## src/rtl/ts_pkg.sv

```systemverilog
`timescale 1ns/1ps
package ts_pkg;
  localparam int unsigned PKT_LEN   = 188;
  localparam logic [7:0]  SYNC_BYTE = 8'h47;
  localparam int unsigned HDR_PID_W = 13;
  // bit positions inside header bytes 1 and 3
  localparam int unsigned TEI_BIT   = 7;
  localparam int unsigned PUSI_BIT  = 6;
  localparam int unsigned ADAPT_BIT = 5;
  localparam int unsigned PAY_BIT   = 4;
endpackage

```

## src/rtl/ts_hdr_track.sv

```systemverilog
`timescale 1ns/1ps
module ts_hdr_track
  import ts_pkg::*;
#(
  parameter int unsigned LEN   = PKT_LEN,
  parameter int unsigned CNT_W = 8,
  localparam int unsigned POS_W = $clog2(LEN + 1)
) (
  input  logic                 clk_i,
  input  logic                 rst_ni,
  input  logic                 in_valid_i,
  input  logic                 in_start_i,
  input  logic [7:0]           in_data_i,
  output logic [POS_W-1:0]     pos_o,
  output logic                 live_o,
  output logic                 tei_o,
  output logic                 pusi_o,
  output logic [HDR_PID_W-1:0] pid_o,
  output logic [CNT_W-1:0]     sync_err_cnt_o
);
  logic [POS_W-1:0] idx_q;
  logic             active_q;

  assign pos_o  = idx_q;
  assign live_o = in_valid_i && !in_start_i && active_q;

  always_ff @(posedge clk_i or negedge rst_ni) begin
    if (!rst_ni) begin
      idx_q          <= '0;
      active_q       <= 1'b0;
      sync_err_cnt_o <= '0;
    end else if (in_valid_i) begin
      if (in_start_i) begin
        idx_q    <= POS_W'(1);
        active_q <= (in_data_i == SYNC_BYTE);
        if (in_data_i != SYNC_BYTE && sync_err_cnt_o != '1)
          sync_err_cnt_o <= sync_err_cnt_o + 1'b1;
      end else if (active_q) begin
        if (idx_q == POS_W'(LEN - 1)) active_q <= 1'b0;
        idx_q <= idx_q + 1'b1;
      end
    end
  end

  always_ff @(posedge clk_i or negedge rst_ni) begin
    if (!rst_ni) begin
      tei_o  <= 1'b0;
      pusi_o <= 1'b0;
      pid_o  <= '0;
    end else if (live_o) begin
      if (idx_q == POS_W'(1)) begin
        tei_o              <= in_data_i[TEI_BIT];
        pusi_o             <= in_data_i[PUSI_BIT];
        pid_o[HDR_PID_W-1:8] <= in_data_i[HDR_PID_W-9:0];
      end
      if (idx_q == POS_W'(2)) pid_o[7:0] <= in_data_i;
    end
  end
endmodule

```

## src/rtl/ts_cc_check.sv

```systemverilog
`timescale 1ns/1ps
module ts_cc_check #(
  parameter int unsigned CC_W = 4
) (
  input  logic            clk_i,
  input  logic            rst_ni,
  input  logic            chk_i,
  input  logic [CC_W-1:0] cc_i,
  output logic            err_o
);
  logic [CC_W-1:0] prev_q;
  logic            have_q;

  always_ff @(posedge clk_i or negedge rst_ni) begin
    if (!rst_ni) begin
      prev_q <= '0;
      have_q <= 1'b0;
      err_o  <= 1'b0;
    end else if (chk_i) begin
      prev_q <= cc_i;
      have_q <= 1'b1;
      if (have_q && cc_i != prev_q + 1'b1) err_o <= 1'b1;
    end
  end
endmodule

```

## src/rtl/ts_payload_gate.sv

```systemverilog
`timescale 1ns/1ps
module ts_payload_gate
  import ts_pkg::*;
#(
  parameter int unsigned LEN = PKT_LEN,
  localparam int unsigned POS_W = $clog2(LEN + 1),
  localparam int unsigned PS_W  = POS_W + 1,
  localparam int unsigned SP_W  = POS_W + 2
) (
  input  logic                 clk_i,
  input  logic                 rst_ni,
  input  logic                 live_i,
  input  logic [POS_W-1:0]     pos_i,
  input  logic [7:0]           data_i,
  input  logic                 tei_i,
  input  logic                 pusi_i,
  input  logic [HDR_PID_W-1:0] pid_i,
  input  logic [HDR_PID_W-1:0] target_pid_i,
  output logic                 hit_o,
  output logic                 valid_o,
  output logic [7:0]           data_o,
  output logic                 start_o,
  output logic                 last_o
);
  logic            keep_q, adapt_q;
  logic [PS_W-1:0] pay_start_q;
  logic [SP_W-1:0] sec_pos_q;
  logic [PS_W-1:0] pos_ps;
  logic [SP_W-1:0] pos_sp;
  logic            at_hdr3;

  assign pos_ps  = PS_W'(pos_i);
  assign pos_sp  = SP_W'(pos_i);
  assign at_hdr3 = live_i && pos_i == POS_W'(3);
  // decided on header byte 3: PID match, not corrupted, payload present
  assign hit_o   = at_hdr3 && !tei_i && pid_i == target_pid_i && data_i[PAY_BIT];

  always_ff @(posedge clk_i or negedge rst_ni) begin
    if (!rst_ni) begin
      keep_q      <= 1'b0;
      adapt_q     <= 1'b0;
      pay_start_q <= '1;
      sec_pos_q   <= '1;
      valid_o     <= 1'b0;
      data_o      <= '0;
      start_o     <= 1'b0;
      last_o      <= 1'b0;
    end else begin
      valid_o <= 1'b0;
      start_o <= 1'b0;
      last_o  <= 1'b0;
      if (at_hdr3) begin
        keep_q      <= hit_o;
        adapt_q     <= data_i[ADAPT_BIT];
        pay_start_q <= data_i[ADAPT_BIT] ? '1 : PS_W'(4);
      end
      if (live_i && pos_i == POS_W'(4) && adapt_q)
        pay_start_q <= PS_W'(5) + PS_W'(data_i);
      if (live_i && keep_q && pos_ps >= pay_start_q) begin
        if (pusi_i && pos_ps == pay_start_q) begin
          sec_pos_q <= pos_sp + SP_W'(1) + SP_W'(data_i);
        end else begin
          valid_o <= 1'b1;
          data_o  <= data_i;
          start_o <= pusi_i && pos_sp == sec_pos_q;
          last_o  <= pos_i == POS_W'(LEN - 1);
        end
      end
    end
  end
endmodule

```

## src/rtl/ts_pid_filter.sv

```systemverilog
`timescale 1ns/1ps
module ts_pid_filter
  import ts_pkg::*;
#(
  parameter int unsigned CNT_W = 8
) (
  input  logic                 clk_i,
  input  logic                 rst_ni,
  input  logic [HDR_PID_W-1:0] target_pid_i,
  input  logic                 in_valid_i,
  input  logic                 in_start_i,
  input  logic [7:0]           in_data_i,
  output logic                 out_valid_o,
  output logic [7:0]           out_data_o,
  output logic                 out_start_o,
  output logic                 out_last_o,
  output logic                 cc_err_o,
  output logic [CNT_W-1:0]     sync_err_cnt_o
);
  localparam int unsigned POS_W = $clog2(PKT_LEN + 1);

  logic [POS_W-1:0]     pos;
  logic                 live, tei, pusi, hit;
  logic [HDR_PID_W-1:0] pid;

  ts_hdr_track #(.LEN(PKT_LEN), .CNT_W(CNT_W)) u_hdr (
    .clk_i, .rst_ni, .in_valid_i, .in_start_i, .in_data_i,
    .pos_o(pos), .live_o(live), .tei_o(tei), .pusi_o(pusi), .pid_o(pid),
    .sync_err_cnt_o
  );

  ts_payload_gate #(.LEN(PKT_LEN)) u_gate (
    .clk_i, .rst_ni, .live_i(live), .pos_i(pos), .data_i(in_data_i),
    .tei_i(tei), .pusi_i(pusi), .pid_i(pid), .target_pid_i,
    .hit_o(hit), .valid_o(out_valid_o), .data_o(out_data_o),
    .start_o(out_start_o), .last_o(out_last_o)
  );

  ts_cc_check #(.CC_W(4)) u_cc (
    .clk_i, .rst_ni, .chk_i(hit), .cc_i(in_data_i[3:0]), .err_o(cc_err_o)
  );
endmodule

```

## config.mk

```make
export PLATFORM = sky130hd
export DESIGN_NAME = ts_pid_filter
export DESIGN_NICKNAME = d
export VERILOG_FILES = /design/src/rtl/ts_pkg.sv /design/src/rtl/ts_hdr_track.sv /design/src/rtl/ts_cc_check.sv /design/src/rtl/ts_payload_gate.sv /design/src/rtl/ts_pid_filter.sv
export SDC_FILE = /design/constraint.sdc
export NUM_CORES = 1
export LEC_CHECK = 0
export BUFFER_PORTS_ARGS = -buffer_cell sky130_fd_sc_hd__buf_2
export CORE_UTILIZATION = 55
export CTS_BUF_LIST = sky130_fd_sc_hd__clkbuf_8
export DETAILED_ROUTE_END_ITERATION = 12
export PLACE_DENSITY = 0.76
export SLEW_MARGIN = 20
export SYNTH_ARGS = -nofsm -noshare
export SYNTH_HDL_FRONTEND = slang
export SYNTH_SLANG_ARGS = --single-unit
```

## constraint.sdc

```tcl
create_clock -name clk_i -period 4.4 [get_ports clk_i]
set_clock_uncertainty 0.15 [all_clocks]
set_input_delay 0.88 -clock clk_i [delete_from_list [all_inputs] [get_ports clk_i]]
set_output_delay 0.88 -clock clk_i [all_outputs]
set_load 0.005 [all_outputs]
```

==> impl_metrics.csv <==
group,metric,value,unit
place,post_place_instance_area,4240,sq um
timing,finalMaxSlewViolations,0,
worst_setup_path,largest_stage_delay_worst_path,530,ps
synthesis,synth_area_per_cell,10.26,sq um
synthesis,synth_area_leader_cell,"dfrtp_1",
place,place_congestion,0.8170,
synthesis,synth_enable_flop_cells,0,
timing,max_slew.worst_pin.slew,867.9,ps
grt,grt_max_degree,31,
worst_setup_path,setup.worst_path.start_class,"flop",
synthesis,mappedNetlistArea,3939,sq um
power_and_ir_drop,leakage,2.207,nW
worst_setup_path,slowest_stage,"dfrtp_1",
cells_and_area,most-common-layout-cells,"dfrtp_1 (51), nand2_1 (47), buf_2 (44)",
cts,post_cts_hold_buffer_count,0,
cts,clkSinkCount,70,
grt,first_global_vias,2935,
cts,clock_tree.buffer_depth,2,
power_and_ir_drop,max-vdd-ir-drop,214.2,uV
outcome,outcome,"completed",
cts,ctsRootBufferMaster,"clkbuf_8",
cells_and_area,finalInstanceArea,4473,sq um
synthesis,mappedNetlistNets,434,
cts,cts_repair_resize_count,0,
worst_setup_path,setup.worst_path.end_class,"flop",
floorplan,floorplan.die.width,86.63,microns
floorplan,dieArea,7504,sq um
floorplan,floorplan.rows,30,
timing,slew_headroom,41.92,%
drt,violation_count_after_the_first_detailed_routing_iteration,193,
timing,hold_viol_final,0,
power_and_ir_drop,power_per_cell_area,330.9,nW/um^2
synthesis,synth_cells,384,
drt,routed_wire_length_per_instance,16.01,microns
synthesis,synthFlopType,"dfrtp_1",
cts,path_clk_slew,80,ps
timing,period_share,66.29,%
worst_setup_path,timing.critical_path.buf_inv,0,
timing,fmax,342.9,MHz
cells_and_area,leading_cell_type_in_the_layout_fill_and_taps_excluded,"dfrtp_1",
grt,wire_length_of_the_first_global_routing_pass,14240,microns
cells_and_area,finish.net_count,479,
synthesis,synth.top_cells.by_area,"dfrtp_1 (32%), dfstp_2 (13%), ha_1 (7.6%), mux2_2 (7.4%), xor2_1 (5.8%)",
drt,viasPerCell,5.506,
worst_setup_path,worstPathRequired,4520,ps
cts,post-cts-setup-buffers,0,
worst_setup_path,worstPathCellList,"ha_1, nand3_1, xnor2_1, ha_1, o211ai_1, a21oi_1, a211oi_1, a21oi_1, xor2_1, o21ai_0",
place,place_ws,1230,ps
synthesis,yosys_register_bits,70,
grt,grt_usage,25.35,%
cells_and_area,post-route-util,65.12,%
cts,clock_insertion_delay_worst_skew,360,ps
min_path,hold_path_class,"reg -> reg",
floorplan,initial_utilization,57.34,%
grt,grt_remaining_overflow,0,
worst_setup_path,crit_fanout,10,
cells_and_area,areaGrowthSynthToFinish,13.56,%
drt,antenna_left,0,
synthesis,yosysTopAreaCellShare,32.40,%
floorplan,fp.dieH,86.63,microns
drt,vias,2918,
cts,cts_max_level,3,
place,detailedPlacementHpwl,6156,microns
grt,grt_antenna_before_repair,0,
worst_setup_path,path_class,"reg -> reg",
timing,grt_setup_unrepaired,"no",
synthesis,seq_total_area_yosys,45.08,%
worst_setup_path,arrival,3030,ps
cts,cts_tree,"done",
power_and_ir_drop,power.total,1.480,mW
timing,finalSetupTns,0,ps
timing,post-route-worst-setup-slack,1483,ps
worst_setup_path,crit_family,"compound AO/OA/AOI/OAI gates",
cells_and_area,final_layout_size_suffix_gt1_share,26.50,%
flow_run,cap_viol_max_count,0,
cts,number_of_buffers_created_by_cts,9,
synthesis,synth.lib_cells_used.distinct,44,
cells_and_area,antenna_fix_cells,0,
synthesis,yosysWarnings,0,
drt,drt_drc_violations_left,0,
synthesis,synth_async_sr_flop_share,100.0,%
timing,finalWorstPathRequiredPeriod,2917,ps
drt,postRouteWirelength,8485,microns
drt,drt_first_pass_iters,4,
floorplan,area_of_the_core_region,6869,sq um
floorplan,design.portCount,45,
place,port-buffer-count,44,
timing,final-setup-viol-count,0,
==> final timing paths <==
| check | from | end | slack, ps | cells after the start |
|---|---|---|---|---|
| max reg2reg | u_hdr.pos_o[1] | u_gate.sec_pos_q[8] | 1480 | 10 |
| min in group asynchronous | rst_ni | u_hdr.pid_o[12] | 350 | 1 |
| min reg2reg | u_cc.err_o | u_cc.err_o | 320 | 1 |
| max | u_hdr.pos_o[1] | u_gate.sec_pos_q[8] | 1480 | 10 |
| max in group asynchronous | rst_ni | u_gate.pay_start_q[3] | 2920 | 2 |
| min | u_cc.err_o | u_cc.err_o | 320 | 1 |
==> through the flow <==
stage                     hold WS, ps  std cells
after global placement          301.5        514
final                           318.9        530
after detailed placement        303.0        514
after global routing            344.6        530
after CTS                       320.5        530
after floorplan                 288.3        384
==> sequential cells by signal, indices dropped and copies added (netlist names), 4 cells and up <==
name                  flops
u_gate.sec_pos_q         10
u_gate.pay_start_q        9
u_cc.prev_q               4
u_hdr.pos_o               8
u_hdr.pid_o              13
u_hdr.sync_err_cnt_o      8
u_gate.data_o             8
==> final cells by class <==
cell class	instances	area [sq um]
fill	567	2396
multi-input combinational	286	2046
sequential	70	1775
timing repair buffer	47	242.7
clock buffer	11	151.4
tap	96	120.1
clock inverter	5	81.33
inverter	15	56.30
==> kinds of logic (layout without fill, tap and decap cells) <==
family                     after synthesis  count (layout)  share of synthesized area (%)
adders and majority gates               25              25                          8.132
AOI/OAI and AO/OA                       60              60                          9.149
and+or+nand+nor                        124             124                          15.88
DFF                                     70              70                          45.08
xor gates and xnor gates                51              51                          11.34
muxes                                   26              26                          7.433
buffers and inverters                   28              78                          2.986
==> cells in the mapped netlist, drive strengths merged, types with 3 or more instances <==
cell / instances
dfrtp: 51
inv: 15
o21ai: 26
clkbuf: 7
nor2: 14
o211ai: 3
nor4: 7
mux2: 26
nand2b: 5
buf: 6
nor3: 8
nand2: 48
ha: 24
a21o: 6
a21oi: 13
xor2: 26
a22o: 3
nand4: 8
xnor2: 25
nand3: 22
dfstp: 19
==> metal layers <==
metal  vias up  part of all wire, %  track usage (%)
li1       1429                    -                -
met1      1395                   46            31.40
met2        74                   47            42.42
met3        20                  5.0            6.381
met4         0                  1.9            10.30
met5         -                    0                0
==> where the power goes <==
part / total [mW] / internal [mW] / switching, mW / leakage (nW)
sequential: 0.711 / 0.672 / 0.0393 / 0.896
combinational: 0.168 / 0.0754 / 0.0924 / 1.20
clock: 0.602 / 0.350 / 0.252 / 0.116
total: 1.48 / 1.10 / 0.383 / 2.21
Note: power is estimated with default switching activity, not from simulation.
